**config.mk**
```make
export PLATFORM = sky130hd
export DESIGN_NAME = nor_cmd_decoder
export DESIGN_NICKNAME = d
export VERILOG_FILES = /design/src/rtl/nor_cmd_pkg.sv /design/src/rtl/nor_cmd_match.sv /design/src/rtl/nor_seq_fsm.sv /design/src/rtl/nor_rd_select.sv /design/src/rtl/nor_cmd_decoder.sv
export SDC_FILE = /design/constraint.sdc
export NUM_CORES = 1
export LEC_CHECK = 0
export ABC_AREA = 1
export BUFFER_PORTS_ARGS = -buffer_cell sky130_fd_sc_hd__buf_4
export CORE_MARGIN = 5
export CORE_UTILIZATION = 54
export CTS_CLUSTER_DIAMETER = 50
export CTS_CLUSTER_SIZE = 20
export DETAILED_ROUTE_END_ITERATION = 8
export PLACE_DENSITY = 0.85
export RECOVER_POWER = 100
export SYNTH_ARGS = -nofsm -noshare
export SYNTH_HDL_FRONTEND = slang
export SYNTH_SLANG_ARGS = --single-unit
```
**constraint.sdc**
```tcl
create_clock -name clk -period 2.5 [get_ports clk]
set_input_delay 0.375 -clock clk [delete_from_list [all_inputs] [get_ports clk]]
set_output_delay 0.375 -clock clk [all_outputs]
set_load 0.02 [all_outputs]
```
**src/rtl/nor_cmd_pkg.sv**
```systemverilog
package nor_cmd_pkg;

  localparam int CMD_W = 8;

  typedef enum logic [2:0] {
    MD_READ = 3'd0,
    MD_AUTO = 3'd1,
    MD_BYP  = 3'd2,
    MD_SEC  = 3'd3,
    MD_CFI  = 3'd4,
    MD_ESR  = 3'd5
  } mode_e;

  typedef enum logic [3:0] {
    SQ_IDLE,
    SQ_UL1,
    SQ_UL2,
    SQ_PROG,
    SQ_ER3,
    SQ_ER4,
    SQ_ER5,
    SQ_BPROG,
    SQ_BEXIT,
    SQ_SEXIT
  } seq_e;

  typedef enum logic [2:0] {
    RS_ARRAY = 3'd0,
    RS_MFR   = 3'd1,
    RS_DEV1  = 3'd2,
    RS_DEV2  = 3'd3,
    RS_DEV3  = 3'd4,
    RS_PROT  = 3'd5,
    RS_CFI   = 3'd6,
    RS_SEC   = 3'd7
  } rsel_e;

  localparam logic [CMD_W-1:0] C_UNLK1  = 8'hAA;
  localparam logic [CMD_W-1:0] C_UNLK2  = 8'h55;
  localparam logic [CMD_W-1:0] C_AUTO   = 8'h90;
  localparam logic [CMD_W-1:0] C_PROG   = 8'hA0;
  localparam logic [CMD_W-1:0] C_ERASE  = 8'h80;
  localparam logic [CMD_W-1:0] C_CHIP   = 8'h10;
  localparam logic [CMD_W-1:0] C_SECT   = 8'h30;
  localparam logic [CMD_W-1:0] C_BYPASS = 8'h20;
  localparam logic [CMD_W-1:0] C_SECREG = 8'h88;
  localparam logic [CMD_W-1:0] C_RESET  = 8'hF0;
  localparam logic [CMD_W-1:0] C_SUSP   = 8'hB0;
  localparam logic [CMD_W-1:0] C_CFI    = 8'h98;
  localparam logic [CMD_W-1:0] C_ZERO   = 8'h00;

endpackage

```
**src/rtl/nor_cmd_match.sv**
```systemverilog
module nor_cmd_match
  import nor_cmd_pkg::*;
#(
  parameter int CMP_AW = 12
) (
  input  logic [CMP_AW-1:0] addr_lo,
  input  logic [CMD_W-1:0]  data_lo,
  output logic              at_555,
  output logic              at_2aa,
  output logic              at_055,
  output logic [CMD_W-1:0]  code
);

  localparam logic [CMP_AW-1:0] A_555 = CMP_AW'(12'h555);
  localparam logic [CMP_AW-1:0] A_2AA = CMP_AW'(12'h2AA);
  localparam logic [CMP_AW-1:0] A_055 = CMP_AW'(12'h055);

  always_comb begin
    at_555 = (addr_lo == A_555);
    at_2aa = (addr_lo == A_2AA);
    at_055 = (addr_lo == A_055);
    code   = data_lo;
  end

endmodule

```
**src/rtl/nor_seq_fsm.sv**
```systemverilog
module nor_seq_fsm
  import nor_cmd_pkg::*;
#(
  parameter int ADDR_W = 22,
  parameter int DATA_W = 16
) (
  input  logic              clk,
  input  logic              rst,
  input  logic              wr_stb,
  input  logic [ADDR_W-1:0] wr_addr,
  input  logic [DATA_W-1:0] wr_data,
  input  logic              erase_running,
  input  logic              at_555,
  input  logic              at_2aa,
  input  logic              at_055,
  input  logic [CMD_W-1:0]  code,
  output logic              req_program,
  output logic              req_chip_erase,
  output logic              req_sector_erase,
  output logic              req_suspend,
  output logic              req_resume,
  output logic [ADDR_W-1:0] req_addr,
  output logic [DATA_W-1:0] req_data,
  output logic [2:0]        mode
);

  seq_e  seq_q;
  mode_e mode_q;
  logic  susp_q;

  assign mode = mode_q;

  always_ff @(posedge clk) begin
    if (rst) begin
      seq_q            <= SQ_IDLE;
      mode_q           <= MD_READ;
      susp_q           <= 1'b0;
      req_program      <= 1'b0;
      req_chip_erase   <= 1'b0;
      req_sector_erase <= 1'b0;
      req_suspend      <= 1'b0;
      req_resume       <= 1'b0;
      req_addr         <= '0;
      req_data         <= '0;
    end else begin
      req_program      <= 1'b0;
      req_chip_erase   <= 1'b0;
      req_sector_erase <= 1'b0;
      req_suspend      <= 1'b0;
      req_resume       <= 1'b0;
      if (wr_stb) begin
        seq_q <= SQ_IDLE;
        case (seq_q)
          SQ_IDLE: begin
            if (mode_q == MD_BYP) begin
              if (code == C_PROG)      seq_q <= SQ_BPROG;
              else if (code == C_AUTO) seq_q <= SQ_BEXIT;
            end else if (code == C_RESET) begin
              mode_q <= susp_q ? MD_ESR : MD_READ;
            end else if (code == C_SUSP) begin
              if (erase_running && !susp_q) begin
                susp_q      <= 1'b1;
                mode_q      <= MD_ESR;
                req_suspend <= 1'b1;
                req_addr    <= wr_addr;
                req_data    <= wr_data;
              end
            end else if (code == C_SECT) begin
              if (susp_q) begin
                susp_q     <= 1'b0;
                mode_q     <= MD_READ;
                req_resume <= 1'b1;
                req_addr   <= wr_addr;
                req_data   <= wr_data;
              end
            end else if (code == C_CFI && at_055) begin
              if (mode_q == MD_READ || mode_q == MD_AUTO) mode_q <= MD_CFI;
            end else if (code == C_UNLK1 && at_555 && mode_q != MD_CFI) begin
              seq_q <= SQ_UL1;
            end
          end
          SQ_UL1: if (code == C_UNLK2 && at_2aa) seq_q <= SQ_UL2;
          SQ_UL2: begin
            if (at_555) begin
              case (code)
                C_AUTO: begin
                  if (mode_q == MD_SEC) seq_q <= SQ_SEXIT;
                  else                  mode_q <= MD_AUTO;
                end
                C_PROG:   seq_q <= SQ_PROG;
                C_ERASE:  if (!susp_q) seq_q <= SQ_ER3;
                C_BYPASS: if (mode_q == MD_READ) mode_q <= MD_BYP;
                C_SECREG: if (mode_q == MD_READ) mode_q <= MD_SEC;
                C_RESET:  mode_q <= susp_q ? MD_ESR : MD_READ;
                default:  ;
              endcase
            end
          end
          SQ_PROG, SQ_BPROG: begin
            req_program <= 1'b1;
            req_addr    <= wr_addr;
            req_data    <= wr_data;
          end
          SQ_ER3: if (code == C_UNLK1 && at_555) seq_q <= SQ_ER4;
          SQ_ER4: if (code == C_UNLK2 && at_2aa) seq_q <= SQ_ER5;
          SQ_ER5: begin
            if (code == C_CHIP && at_555) begin
              req_chip_erase <= 1'b1;
              req_addr       <= wr_addr;
              req_data       <= wr_data;
            end else if (code == C_SECT) begin
              req_sector_erase <= 1'b1;
              req_addr         <= wr_addr;
              req_data         <= wr_data;
            end
          end
          SQ_BEXIT, SQ_SEXIT: if (code == C_ZERO) mode_q <= MD_READ;
          default: ;
        endcase
      end
    end
  end


  req_onehot_chk: assert property (@(posedge clk) disable iff (rst)
    $onehot0({req_program, req_chip_erase, req_sector_erase, req_suspend, req_resume}));


  req_needs_write_chk: assert property (@(posedge clk) disable iff (rst)
    (req_program || req_chip_erase || req_sector_erase || req_suspend || req_resume)
      |-> $past(wr_stb));


  req_prog_pulse_chk: assert property (@(posedge clk) disable iff (rst)
    req_program |=> !req_program);


  susp_gate_chk: assert property (@(posedge clk) disable iff (rst)
    req_suspend |-> ($past(erase_running) && !$past(susp_q)));


  resume_gate_chk: assert property (@(posedge clk) disable iff (rst)
    req_resume |-> $past(susp_q));


  cfi_entry_chk: assert property (@(posedge clk) disable iff (rst)
    (mode_q == MD_CFI && $past(mode_q) != MD_CFI)
      |-> ($past(mode_q) == MD_READ || $past(mode_q) == MD_AUTO));

endmodule

```
**src/rtl/nor_rd_select.sv**
```systemverilog
module nor_rd_select
  import nor_cmd_pkg::*;
#(
  parameter int RD_OFS_W = 8
) (
  input  logic                clk,
  input  logic                rst,
  input  logic [2:0]          mode,
  input  logic [RD_OFS_W-1:0] rd_addr,
  output logic [2:0]          rd_sel
);

  localparam logic [RD_OFS_W-1:0] O_MFR  = RD_OFS_W'(8'h00);
  localparam logic [RD_OFS_W-1:0] O_DEV1 = RD_OFS_W'(8'h01);
  localparam logic [RD_OFS_W-1:0] O_PROT = RD_OFS_W'(8'h02);
  localparam logic [RD_OFS_W-1:0] O_DEV2 = RD_OFS_W'(8'h0E);
  localparam logic [RD_OFS_W-1:0] O_DEV3 = RD_OFS_W'(8'h0F);

  rsel_e sel_d;

  always_comb begin
    sel_d = RS_ARRAY;
    case (mode_e'(mode))
      MD_AUTO: begin
        case (rd_addr)
          O_MFR:   sel_d = RS_MFR;
          O_DEV1:  sel_d = RS_DEV1;
          O_PROT:  sel_d = RS_PROT;
          O_DEV2:  sel_d = RS_DEV2;
          O_DEV3:  sel_d = RS_DEV3;
          default: sel_d = RS_ARRAY;
        endcase
      end
      MD_CFI:  sel_d = RS_CFI;
      MD_SEC:  sel_d = RS_SEC;
      default: sel_d = RS_ARRAY;
    endcase
  end

  always_ff @(posedge clk) begin
    if (rst) rd_sel <= RS_ARRAY;
    else     rd_sel <= sel_d;
  end


  cfi_sel_chk: assert property (@(posedge clk) disable iff (rst)
    (rd_sel == RS_CFI) |-> ($past(mode) == MD_CFI));


  id_sel_chk: assert property (@(posedge clk) disable iff (rst)
    (rd_sel == RS_MFR || rd_sel == RS_PROT) |-> ($past(mode) == MD_AUTO));

endmodule

```
**src/rtl/nor_cmd_decoder.sv**
```systemverilog
module nor_cmd_decoder
  import nor_cmd_pkg::*;
#(
  parameter int ADDR_W   = 22,
  parameter int DATA_W   = 16,
  parameter int CMP_AW   = 12,
  parameter int RD_OFS_W = 8
) (
  input  logic                clk,
  input  logic                rst,
  input  logic                wr_stb,
  input  logic [ADDR_W-1:0]   wr_addr,
  input  logic [DATA_W-1:0]   wr_data,
  input  logic                erase_running,
  input  logic [RD_OFS_W-1:0] rd_addr,
  output logic                req_program,
  output logic                req_chip_erase,
  output logic                req_sector_erase,
  output logic                req_suspend,
  output logic                req_resume,
  output logic [ADDR_W-1:0]   req_addr,
  output logic [DATA_W-1:0]   req_data,
  output logic [2:0]          mode,
  output logic [2:0]          rd_sel
);

  logic             at_555, at_2aa, at_055;
  logic [CMD_W-1:0] code;

  nor_cmd_match #(.CMP_AW(CMP_AW)) u_match (
    .addr_lo (wr_addr[CMP_AW-1:0]),
    .data_lo (wr_data[CMD_W-1:0]),
    .at_555  (at_555),
    .at_2aa  (at_2aa),
    .at_055  (at_055),
    .code    (code)
  );

  nor_seq_fsm #(.ADDR_W(ADDR_W), .DATA_W(DATA_W)) u_fsm (
    .clk              (clk),
    .rst              (rst),
    .wr_stb           (wr_stb),
    .wr_addr          (wr_addr),
    .wr_data          (wr_data),
    .erase_running    (erase_running),
    .at_555           (at_555),
    .at_2aa           (at_2aa),
    .at_055           (at_055),
    .code             (code),
    .req_program      (req_program),
    .req_chip_erase   (req_chip_erase),
    .req_sector_erase (req_sector_erase),
    .req_suspend      (req_suspend),
    .req_resume       (req_resume),
    .req_addr         (req_addr),
    .req_data         (req_data),
    .mode             (mode)
  );

  nor_rd_select #(.RD_OFS_W(RD_OFS_W)) u_rdsel (
    .clk     (clk),
    .rst     (rst),
    .mode    (mode),
    .rd_addr (rd_addr),
    .rd_sel  (rd_sel)
  );

endmodule

```
# Word-level counts from Yosys, hierarchy flattened
# Index checks and enable logic that the tools add are counted.
classes:
  add_sub_neg: 0
  n_mul: 0
  div: 0
  magnitude_cmp: 0
  eq_ne: 50
  shift: 0
  n_mux: 60
  bitwise_logic: 7
  n_reduce_logical: 25
ops:
  columns: ["op", "n"]
  rows:
  - ["$mux W22", 8]
  - ["$mux W16", 8]
  - ["$pmux W22 S3", 1]
  - ["$eq A8 B8 Y1 const B", 8]
  - ["$mux W3", 17]
  - ["$pmux W16 S3", 1]
  - ["$mux W4", 9]
  - ["$pmux W4 S5", 1]
  - ["$pmux W3 S3", 2]
  - ["$eq A4 B3 Y1 const B", 4]
  - ["$eq A8 B4 Y1 const B", 2]
  - ["$eq A8 B6 Y1 const B", 2]
  - ["$logic_not A8 Y1", 2]
  - ["$pmux W3 S5", 1]
  - ["$reduce_and A13 Y1", 1]
  - ["$eq A12 B10 Y1 const B", 1]
  - ["$eq A12 B11 Y1 const B", 1]
  - ["$eq A12 B7 Y1 const B", 1]
  - ["$pmux W3 S4", 1]
  - ["$pmux W4 S3", 1]
  - ["$ne A5 B1 Y1 const B", 2]
  - ["$ne A5 B2 Y1 const B", 2]
  - ["$mux W1", 9]
  - ["$ne A3 B1 Y1 const B", 3]
  - ["31 further kinds", 54]
totals:
  reg_bits: 54
  latch_bits: 0
  ram_bits: 0
  romBits: 0
  inputBits: 50
  out_inout_bits: 49
  wordCells: 153
  mem_count: 0

# Logic depth before layout (Yosys ltp)
# Gate-level depths: netlist of the first run.
depth:
  word_depth: 10
  depth_mapped: 14
  mapped_depth_nobuf: 12

# Modules after synthesis
# Synthesis of the first run repeated with hierarchy kept, for this count alone.
hier_totals:
  hier_cells: 480
  hier_area_um2: 3056.7
by_module_without_submodules:
  columns: ["mod", "instances", "cells_per_inst", "area_per_inst_um2", "seq_area_each_um2"]
  rows:
  - ["nor_seq_fsm", 1, 400, 2642.5, 1021.0]
  - ["nor_rd_select", 1, 40, 232.7, 60.1]
  - ["nor_cmd_match", 1, 40, 181.4, 0.0]

# Worst setup path before layout of the first run
# OpenSTA, ideal clock, no wires.
synth_path:
  path_type: "reg2reg"
  start: "reg u_fsm.mode_q[1] (netlist: u_fsm.mode[1])"
  end: "reg u_fsm.req_addr[0]"
  setup_ns: 0.113
  arrival_ns: 1.593
  t_required_ns: 2.387
  slack_ns: 0.793
  path_stages_with_launch: 12
  path_buffers: 2
  synth_period_minus_slack_ns: 1.707
  path_cell_list: "dfxtp_1 > inv_1 > nor2_1 > nand2_1 > o21ai_0 > nor2_2 > nand3_2 > inv_2 > buf_6 > buf_12 > nor2_2 > nor2_1"
synth_between:
  elab_chain_len: 3
synth_lines:
  columns: ["element", "line_no", "text"]
  rows:
  - ["start: declaration", "nor_seq_fsm.sv:28", "mode_e mode_q;"]
  - ["start signal: assignment", "nor_seq_fsm.sv:59", "mode_q <= susp_q ? MD_ESR : MD_READ;"]
  - ["start signal: assignment", "nor_seq_fsm.sv:94", "C_RESET: mode_q <= susp_q ? MD_ESR : MD_READ;"]
  - ["$eq A3 B2 Y1", "nor_seq_fsm.sv:55", "if (mode_q == MD_BYP) begin"]
  - ["$ne A2 B2 Y1 (no line)", null, null]
  - ["$reduce_and A8 Y1 (no line)", null, null]
  - ["end signal: assignment", "nor_seq_fsm.sv:65", "req_addr <= wr_addr;"]
  - ["end signal: assignment", "nor_seq_fsm.sv:73", "req_addr <= wr_addr;"]
  - ["end signal: assignment", "nor_seq_fsm.sv:101", "req_addr <= wr_addr;"]
  - ["end: declaration", "nor_seq_fsm.sv:22", "output logic [ADDR_W-1:0] req_addr,"]
# Every way passes these cells.
# A chain may end at the register's enable or synchronous reset.

# Final worst setup path of the first run
layout_path:
  start: "reg u_fsm.seq_q[2]"
  end: "reg u_fsm.req_addr[18]"
layout_between:
  elab_chain_len: 4
  elab_cells_between_ends: 14
  classes_between: "9 x eq/ne; 1 x mux; 4 x reduce/logical"
layout_lines:
  columns: ["element", "line_no", "text"]
  rows:
  - ["start: declaration", "nor_seq_fsm.sv:27", "seq_e seq_q;"]
  - ["start signal: assignment", "nor_seq_fsm.sv:35", "seq_q <= SQ_IDLE;"]
  - ["start signal: assignment", "nor_seq_fsm.sv:52", "seq_q <= SQ_IDLE;"]
  - ["start signal: assignment", "nor_seq_fsm.sv:56", "if (code == C_PROG) seq_q <= SQ_BPROG;"]
  - ["$eq A4 B2 Y1 or $eq A4 B3 Y1 (tied branches)", "nor_seq_fsm.sv:53", "case (seq_q)"]
  - ["$reduce_or A2 Y1", "nor_seq_fsm.sv:53", null]
  - ["$reduce_bool A3 Y1 (no line)", null, null]
  - ["$reduce_and A8 Y1 (no line)", null, null]
# Several ways; a longest one is shown, not always the timed one.

==> results of run 1 <==
==> per-stage QoR <==
step / power [mW] / cells
6_report: 1.56 / 615
5_1_grt: 1.62 / 615
4_1_cts: 1.57 / 615
3_5_place_dp: 1.05 / 607
3_3_place_gp: 1.05 / 607
2_1_floorplan: 0.956 / 449
==> per-layer routing <==
layer	GRT usage (%)	vias to the layer above	part of all wire, %
met5	0	-	0
met4	7.16	0	2.1
met3	4.94	15	6.3
met2	40.3	144	46
met1	29.3	1440	45
li1	-	1623	-
==> final cells by class <==
cell class	instances	share of cell area, %
multi-input cells	337	42.7
flip-flops and latches	54	30.3
repair buffers	101	16.8
inverters	45	4.88
well taps	70	2.46
clock buffers	6	2.32
clock inverters	2	0.457
==> worst max-delay path by stage <==
stage / start / to / cells past startpoint
after floorplan: u_fsm.mode[1]$_SDFFE_PP0P_ / u_fsm.req_addr[0]$_SDFFE_PP0P_ / 11
after global placement: wr_addr[9] / u_fsm.req_data[2]$_SDFFE_PP0P_ / 11
after detailed placement: wr_addr[9] / u_fsm.req_addr[18]$_SDFFE_PP0P_ / 11
after CTS: u_fsm.mode[1]$_SDFFE_PP0P_ / u_fsm.req_addr[18]$_SDFFE_PP0P_ / 10
after global routing: u_fsm.seq_q[2]$_SDFFE_PP0P_ / u_fsm.req_addr[18]$_SDFFE_PP0P_ / 9
final: u_fsm.seq_q[2]$_SDFFE_PP0P_ / u_fsm.req_addr[18]$_SDFFE_PP0P_ / 9
==> kinds of logic after synthesis <==
family | after synthesis | synth area share [%]
flops | 54 | 36.9
simple gates | 275 | 42.7
buf+inv | 58 | 9.57
compound gates | 62 | 10.8
==> flip-flops by register name (all words and copies together) (netlist names) <==
signal and cells:
u_fsm.req_chip_erase 1, u_fsm.req_resume 1, u_fsm.req_program 1, u_fsm.req_suspend 1, u_fsm.req_sector_erase 1, u_rdsel.rd_sel 3, u_fsm.req_addr 22, u_fsm.susp_q 1
u_fsm.mode 3, u_fsm.req_data 16, u_fsm.seq_q 4
==> power breakdown <==
part	switching (mW)	internal [mW]
combinational	0.0937	0.0774
clock	0.297	0.229
sequential	0.000794	0.860
total	0.392	1.17
==> critical path, delay by kind of cell, from the launching register on <==
kind / cells / cell delay, ns
flops: 1 / 0.35
buf+inv: 3 / 0.44
simple gates: 6 / 1.21
==> cell usage in the layout, fill, tap and decap left out, types with 7 or more instances in the layout <==
master and count:
nor2_1 130, dfxtp_1 54, a21oi_1 14, nor2_2 7, inv_1 40, nand4_1 10
o21ai_0 26, nand3_1 34, clkbuf_1 49, o21ai_1 20, buf_4 50, nand2_1 75
==> flow_metrics.tcl, run 1 <==
set metrics [dict create \
    status "finished, final reports clean" \
    cp_cell_sequence "nor2_1 > inv_1 > nor2_1 > nand3_1 > nand3_2 > inv_1 > buf_12 > nor2_1 > nor2_1" \
    start_util_pct 56.6 \
    path_max_fanout 38 \
    post-route-period-util_pct 84.8 \
    tns_ns 0 \
    crit_path_start_kind "register" \
    maxSlewViolCount 0 \
    multiInputGateArea_mm2 0.00152 \
    final_area_mm2 0.00356 \
    setup_viol 0 \
    worst_slew_pin_slew_ns 0.487 \
    yosysTopAreaCell "dfxtp_1" \
    grt_pass1_vias 3010 \
    areaGrowthSynthToFinish_pct 21.7 \
    synth_cells 449 \
    ff2ff_setup_slack_ns 0.38 \
    hpwl_um 6690 \
    first_pass_iters 5 \
    synth_cell_types 27 \
    avgSynthCellArea_um2 6.52 \
    via_per_inst 5.24 \
    critPathCaptureType "register" \
    first_iter_violations 186 \
    hold-path-cell-count 2 \
    arrival_ns 2.33 \
    synth_top_area_share_pct 36.9 \
    rsz0062_at_grt "false" \
    boundaryPins 99 \
    cts_max_level 2 \
    cts_tree "built" \
    holdBufCountCts 0 \
    ys_ff_latch 54 \
    cts_resized 0 \
    clockRootBuffer "clkbuf_8" \
    cts_buffers 5 \
    dpl_cell_area_mm2 0.00369 \
    holdCritPathClass "input pin to register" \
    grt_pass1_wl_um 13800 \
    ant_nets 0 \
    p_leak_nw 1.63 \
    clk_pin_slew_ns 0.10 \
    cts_buffer_depth 2 \
    gp_congestion 0.998 \
    synth_edf_count 0 \
    regArea_mm2 0.00108 \
    timing.rr.start "u_fsm.seq_q[2]$_SDFFE_PP0P_" \
    whs_endpoint "u_fsm.seq_q[0]$_SDFFE_PP0P_" \
    critPathMostFrequentCell "nor2_1" \
    synth_flop_cell "dfxtp_1" \
    post_drt_wl_per_cell_um 13.7 \
    drive_gt1_share_pct 15.6 \
    critPathMaxStageDelay_ns 0.37 \
    crit_required_ns 2.71 \
    wl_um 8410 \
    ys_warn_count 0 \
    worst_slack_ns 0.381 \
    clock_skew_ns 0.0101 \
    die_w_um 83.6 \
    antenna_found_initial 0 \
    overflow 0 \
    clock_sinks 54 \
    crit_slowest_cell "nor2_1" \
    fin_crit_ns 2.12 \
    grt_max_degree 39 \
    clkLatencyLatePin_ns 0.31 \
    diodes 0 \
    min-delay-start "rst" \
    post-place-ws_ns 0.369 \
    drv_cap 0 \
    fillers 495 \
    relSlewSlack_pct 67.5 \
    async_flop_share_pct 0 \
    finalNetCount 594 \
    drc 0 \
    rows 26 \
    routed-via-count 3222 \
    pwr_density_cell_mw_per_mm2 437 \
    synth.most_common_cell "nor2_1" \
    port_buffers 98 \
    synthTopCellsByArea "dfxtp_1, nor2_1, nand2_1" \
    crit_type "register to register" \
    final-hold-violation-count 0 \
    fin_util_pct 68.9 \
    dieArea_mm2 0.00699 \
    yosysSeqAreaShare_pct 36.9 \
    postCtsSetupBuffers 0 \
    die_h_um 83.6 \
    grtUsageTotal_pct 23.5 \
    syn_nets 499 \
    synthTopCellsByCount "nor2_1, nand2_1, dfxtp_1, inv_1, nand3_1" \
    irDropWorstVdd_v 0.000250 \
    r2r_cells 9 \
    fin_hold_ws_ns 0.278 \
    syn_area_mm2 0.00293 \
    fmax_mhz 472 \
    core_mm2 0.00517 \
    worstReg2RegEnd "u_fsm.req_addr[18]$_SDFFE_PP0P_" \
]
Power figures use the tool's default switching activity.
==> run 2, diff against run 1 <==
--- a/config.mk
+++ b/config.mk
@@ -8,11 +8,11 @@
 export ABC_AREA = 1
 export BUFFER_PORTS_ARGS = -buffer_cell sky130_fd_sc_hd__buf_4
 export CORE_MARGIN = 5
-export CORE_UTILIZATION = 54
+export CORE_UTILIZATION = 50
 export CTS_CLUSTER_DIAMETER = 50
 export CTS_CLUSTER_SIZE = 20
 export DETAILED_ROUTE_END_ITERATION = 8
-export PLACE_DENSITY = 0.85
+export PLACE_DENSITY = 0.79
 export RECOVER_POWER = 100
 export SYNTH_ARGS = -nofsm -noshare
 export SYNTH_HDL_FRONTEND = slang
==> constraint.sdc (replaced) <==
create_clock -name clk -period 2.16 [get_ports clk]
set_input_delay 0.324 -clock clk [delete_from_list [all_inputs] [get_ports clk]]
set_output_delay 0.324 -clock clk [all_outputs]
set_load 0.02 [all_outputs]
==> run 2 against run 1 <==
Effect of this change:
- combinational power grew 15%
- flip-flop and latch count is the same
- utilization shrank 5.4 points
- die area grew 7.0%
- maximum frequency grew 8.4%
- power grew 12%
- global-route usage shrank 1.5 points
- setup slack lost 0.18 ns
- wire length shrank 3.2%
- sequential power grew 16%
- sequential share of layout area is essentially flat
- design area is essentially flat
==> flow_metrics.tcl, run 2 (synthesis results as in run 1) <==
set metrics [dict create \
    clkLatencyLatePin_ns 0.31 \
    regArea_mm2 0.00108 \
    p_leak_nw 1.62 \
    grt_max_degree 43 \
    drv_cap 0 \
    critPathCaptureType "register" \
    maxSlewViolCount 0 \
    start_util_pct 52.2 \
    holdCritPathClass "input pin to register" \
    setup_viol 0 \
    first_iter_violations 206 \
    critPathMaxStageDelay_ns 0.41 \
    crit_type "register to register" \
    ant_nets 0 \
    cts_resized 0 \
    postCtsSetupBuffers 0 \
    gp_congestion 1.05 \
    rsz0062_at_grt "false" \
    stdcell_count 620 \
    path_max_fanout 38 \
    ff2ff_setup_slack_ns 0.20 \
    drc 0 \
    cts_max_level 2 \
    clk_pin_slew_ns 0.09 \
    clock_sinks 54 \
    status "finished, final reports clean" \
    core_mm2 0.00561 \
    fillers 552 \
    timing.rr.start "u_fsm.seq_q[2]$_SDFFE_PP0P_" \
    clockRootBuffer "clkbuf_8" \
    post-route-period-util_pct 90.6 \
    die_h_um 86.5 \
    r2r_cells 9 \
    worst_slew_pin_slew_ns 0.396 \
    final-hold-violation-count 0 \
    largest_reg_flops 22 \
    cts_tree "built" \
    grtUsageTotal_pct 22.0 \
    fin_crit_ns 1.96 \
    port_buffers 98 \
    diodes 0 \
    worstReg2RegEnd "u_fsm.req_addr[2]$_SDFFE_PP0P_" \
    min-delay-start "rst" \
    multiInputGateArea_mm2 0.00152 \
    via_per_inst 5.15 \
    grt_pass1_wl_um 13400 \
    irDropWorstVdd_v 0.000338 \
    crit_slowest_cell "o21ai_0" \
    cp_cell_sequence "nor2_1 > nand3_1 > o21ai_0 > nor2_2 > nand3_2 > inv_1 > buf_12 > nor2_1 > nor2_1" \
    finalNetCount 598 \
    crit_required_ns 2.37 \
    crit_path_start_kind "register" \
    overflow 0 \
    die_w_um 86.5 \
    tns_ns 0 \
    routed-via-count 3193 \
    final_cell_mix "nor2_1, nand2_1, buf_4, dfxtp_1, clkbuf_1" \
    critPathMostFrequentCell "nor2_1" \
    final_common_cell "nor2_1" \
    areaGrowthSynthToFinish_pct 21.6 \
    placedCellCount 613 \
    post_drt_wl_per_cell_um 13.1 \
    dieArea_mm2 0.00749 \
    pwr_density_cell_mw_per_mm2 489 \
    hold-path-cell-count 2 \
    rows 27 \
    fmax_mhz 511 \
    holdBufCountCts 0 \
    cts_buffer_depth 2 \
    grt_pass1_vias 2966 \
    first_pass_iters 5 \
    arrival_ns 2.16 \
    antenna_found_initial 0 \
    cts_buffers 5 \
    whs_endpoint "u_fsm.seq_q[0]$_SDFFE_PP0P_" \
    boundaryPins 99 \
    clock_skew_ns 0.00606 \
    hpwl_um 6510 \
    largest_register "u_fsm.req_addr" \
    drive_gt1_share_pct 15.5 \
    reg.largest.list "u_fsm.req_addr: 22 flops, u_fsm.req_data: 16 flops, u_fsm.seq_q: 4 flops" \
    relSlewSlack_pct 73.3 \
    wl_um 8140 \
]
## run 2: where the power goes
| group | switching, mW | internal (mW) |
|---|---|---|
| Sequential | 0.000948 | 0.995 |
| Combinational | 0.107 | 0.0897 |
| Clock | 0.328 | 0.222 |
| Total | 0.436 | 1.31 |
## run 2: worst max path at each step
stage | from | end | slack, ns | depth (start not counted)
floorplan | u_fsm.mode[1]$_SDFFE_PP0P_ | u_fsm.req_addr[0]$_SDFFE_PP0P_ | 0.45 | 11
global placement | wr_addr[9] | u_fsm.req_data[13]$_SDFFE_PP0P_ | 0.34 | 10
detailed placement | wr_addr[3] | u_fsm.req_addr[13]$_SDFFE_PP0P_ | 0.28 | 13
CTS | u_fsm.seq_q[2]$_SDFFE_PP0P_ | u_fsm.req_data[4]$_SDFFE_PP0P_ | 0.27 | 9
global route | u_fsm.seq_q[2]$_SDFFE_PP0P_ | u_fsm.req_addr[2]$_SDFFE_PP0P_ | 0.04 | 9
finish | u_fsm.seq_q[2]$_SDFFE_PP0P_ | u_fsm.req_addr[2]$_SDFFE_PP0P_ | 0.20 | 9
## run 2: per-layer routing
| layer | vias to the layer above | GRT usage (%) | part of all wire (%) |
|---|---|---|---|
| li1 | 1624 | - | - |
| met1 | 1434 | 27.8 | 42 |
| met2 | 118 | 36.4 | 47 |
| met3 | 17 | 5.13 | 9.1 |
| met4 | 0 | 7.79 | 1.8 |
| met5 | - | 0 | 0 |
## run 2: worst max-delay path: cells and delay by family (launching register included)
| kind | cells | cell delay [ns] |
|---|---|---|
| flops | 1 | 0.36 |
| compound gates | 1 | 0.41 |
| simple gates | 6 | 0.82 |
| buf+inv | 2 | 0.25 |
## run 2: area by class of cell
cell class                      count  area share (%)
Clock inverter                      2           0.422
Tap cell                           72            2.53
Sequential cell                    54            30.4
Timing Repair Buffer              105            17.2
Inverter                           45            4.88
Multi-Input combinational cell    337            42.7
Clock buffer                        5            1.93
## run 2: per-stage QoR
stage | util [%] | hold slack (ns) | total power, mW | setup WS (ns) | cell area [um2]
detailed placement | 66.2 | 0.474 | 1.22 | 0.280 | 3710
global route | 63.5 | 0.236 | 1.83 | 0.0430 | 3560
CTS | 67.7 | 0.232 | 1.76 | 0.275 | 3800
finish | 63.5 | 0.237 | 1.74 | 0.204 | 3560
floorplan | - | 0.467 | 1.11 | 0.453 | 2930
global placement | 66.2 | 0.466 | 1.21 | 0.342 | 3710
==> run 3, diff against run 2 <==
==> constraint.sdc (replaced) <==
create_clock -name clk -period 2.1 [get_ports clk]
set_input_delay 0.315 -clock clk [delete_from_list [all_inputs] [get_ports clk]]
set_output_delay 0.315 -clock clk [all_outputs]
set_load 0.02 [all_outputs]
==> run 3 against run 2 <==
Effect of this change:
- critical path depth unchanged
- maximum frequency increased by 2.8%
- sequential power about the same
- non-clock buffer count unchanged
- critical path type unchanged
- highest routed layer unchanged
==> flow_metrics.tcl, run 3 (synthesis results as in run 1) <==
set metrics [dict create \
    status "finished, final reports clean" \
    grt_pass1_wl_um 13500 \
    postCtsSetupBuffers 0 \
    crit_slowest_cell "o21ai_0" \
    final-hold-violation-count 0 \
    pwr_density_cell_mw_per_mm2 516 \
    fin_util_pct 63.9 \
    hold-path-cell-count 3 \
    grt_max_degree 39 \
    multiInputGateArea_mm2 0.00152 \
    clk_pin_slew_ns 0.10 \
    stdcell_count 621 \
    via_per_inst 5.11 \
    worstReg2RegEnd "u_fsm.req_addr[17]$_SDFFE_PP0P_" \
    cts_max_level 2 \
    overflow 0 \
    core_mm2 0.00561 \
    timing.rr.start "u_fsm.seq_q[2]$_SDFFE_PP0P_" \
    ff2ff_setup_slack_ns 0.20 \
    drv_cap 0 \
    first_pass_iters 6 \
    path_max_fanout 38 \
    clock_skew_ns 0.00871 \
    worst_slack_ns 0.198 \
    setup_viol 0 \
    crit_required_ns 2.31 \
    critPathCaptureType "register" \
    port_buffers 98 \
    largest_register "u_fsm.req_addr" \
    routed-via-count 3176 \
    drc 0 \
    tns_ns 0 \
    crit_path_start_kind "register" \
    drive_gt1_share_pct 16.4 \
    rsz0062_at_grt "false" \
    fillers 564 \
    cts_buffers 5 \
    r2r_cells 9 \
    path_delay_family "simple AND/OR/NAND/NOR gates" \
    boundaryPins 99 \
    post-route-period-util_pct 90.6 \
    min-delay-start "wr_addr[19]" \
    fmax_mhz 526 \
    holdCritPathClass "input pin to register" \
    die_h_um 86.5 \
    cts_tree "built" \
    cts_buffer_depth 2 \
    cp.buffers_inverters 2 \
    diodes 0 \
    post-place-ws_ns 0.227 \
    placedCellCount 613 \
    dieArea_mm2 0.00749 \
    fin_hold_ws_ns 0.235 \
    clkLatencyLatePin_ns 0.31 \
    worst_slew_pin_slew_ns 0.487 \
    grt_pass1_vias 2978 \
    finalNetCount 598 \
    clock_sinks 54 \
    final_cell_mix "nor2_1, nand2_1, buf_4, dfxtp_1, clkbuf_1" \
    first_iter_violations 228 \
    cp_cell_sequence "nor2_2 > nand3_1 > o21ai_0 > nor2_2 > nand3_2 > inv_2 > buf_12 > nor2_1 > nor2_1" \
    largest_reg_flops 22 \
    arrival_ns 2.12 \
    start_util_pct 52.2 \
    ant_nets 0 \
    rows 27 \
    whs_endpoint "u_fsm.req_addr[19]$_SDFFE_PP0P_" \
    reg.largest.list "u_fsm.req_addr: 22 flops, u_fsm.req_data: 16 flops, u_fsm.seq_q: 4 flops" \
    fin_crit_ns 1.90 \
    relSlewSlack_pct 67.5 \
    post_drt_wl_per_cell_um 13.3 \
    wl_um 8250 \
    hpwl_um 6520 \
    crit_type "register to register" \
    maxSlewViolCount 0 \
    grtUsageTotal_pct 22.1 \
    antenna_found_initial 0 \
    gp_congestion 1.04 \
    critPathMaxStageDelay_ns 0.42 \
    regArea_mm2 0.00108 \
    die_w_um 86.5 \
    irDropWorstVdd_v 0.000306 \
    p_leak_nw 1.63 \
    final_common_cell "nor2_1" \
    clockRootBuffer "clkbuf_8" \
    areaGrowthSynthToFinish_pct 22.3 \
]
run 3: worst reg2reg max path, delay by kind of cell, from the launching register on:
| kind | cells | cell delay (ns) |
|---|---|---|
| flops | 1 | 0.36 |
| simple gates | 6 | 0.80 |
| compound gates | 1 | 0.42 |
| buf+inv | 2 | 0.23 |
run 3: routing by layer:
metal,global-route usage (%),vias to the layer above,part of all wire [%]
met4,6.37,0,1.6
met5,0,-,0
met2,37.5,119,47
met1,28.8,1410,45
met3,3.99,16,6.8
li1,-,1631,-
run 3: layout make-up:
| cell class | instances | share of cell area, % |
|---|---|---|
| multi-input cells | 337 | 42.6 |
| well taps | 72 | 2.52 |
| clock buffers | 6 | 2.31 |
| inverters | 45 | 4.86 |
| clock inverters | 2 | 0.454 |
| repair buffers | 105 | 17.1 |
| flip-flops and latches | 54 | 30.2 |
run 3: through the flow:
| stage | instance area (um2) | power (mW) |
|---|---|---|
| 4_1_cts | 3810 | 1.86 |
| 3_5_place_dp | 3710 | 1.25 |
| 2_1_floorplan | 2930 | 1.14 |
| 3_3_place_gp | 3710 | 1.25 |
| 6_report | 3580 | 1.85 |
| 5_1_grt | 3580 | 1.94 |
run 3: where the power goes:
| group | internal (mW) | switching [mW] | total, mW |
|---|---|---|---|
| sequential | 1.02 | 0.000966 | 1.02 |
| clock | 0.272 | 0.347 | 0.619 |
| combinational | 0.0923 | 0.111 | 0.203 |
run 3: worst max path at each step:
stage | to | cells past startpoint | from
finish | u_fsm.req_addr[17]$_SDFFE_PP0P_ | 9 | u_fsm.seq_q[2]$_SDFFE_PP0P_
global route | u_fsm.req_data[11]$_SDFFE_PP0P_ | 8 | u_fsm.seq_q[2]$_SDFFE_PP0P_
CTS | u_fsm.req_data[1]$_SDFFE_PP0P_ | 9 | u_fsm.seq_q[2]$_SDFFE_PP0P_
detailed placement | u_fsm.req_data[7]$_SDFFE_PP0P_ | 10 | wr_addr[9]
global placement | u_fsm.req_data[13]$_SDFFE_PP0P_ | 10 | wr_addr[9]
floorplan | u_fsm.req_addr[0]$_SDFFE_PP0P_ | 11 | u_fsm.mode[1]$_SDFFE_PP0P_
run 3: what timing repair did:
action,4_1_cts,5_1_grt
resized for setup,0,1
hold buffers,0,0
endpoints found under the setup margin,0,2
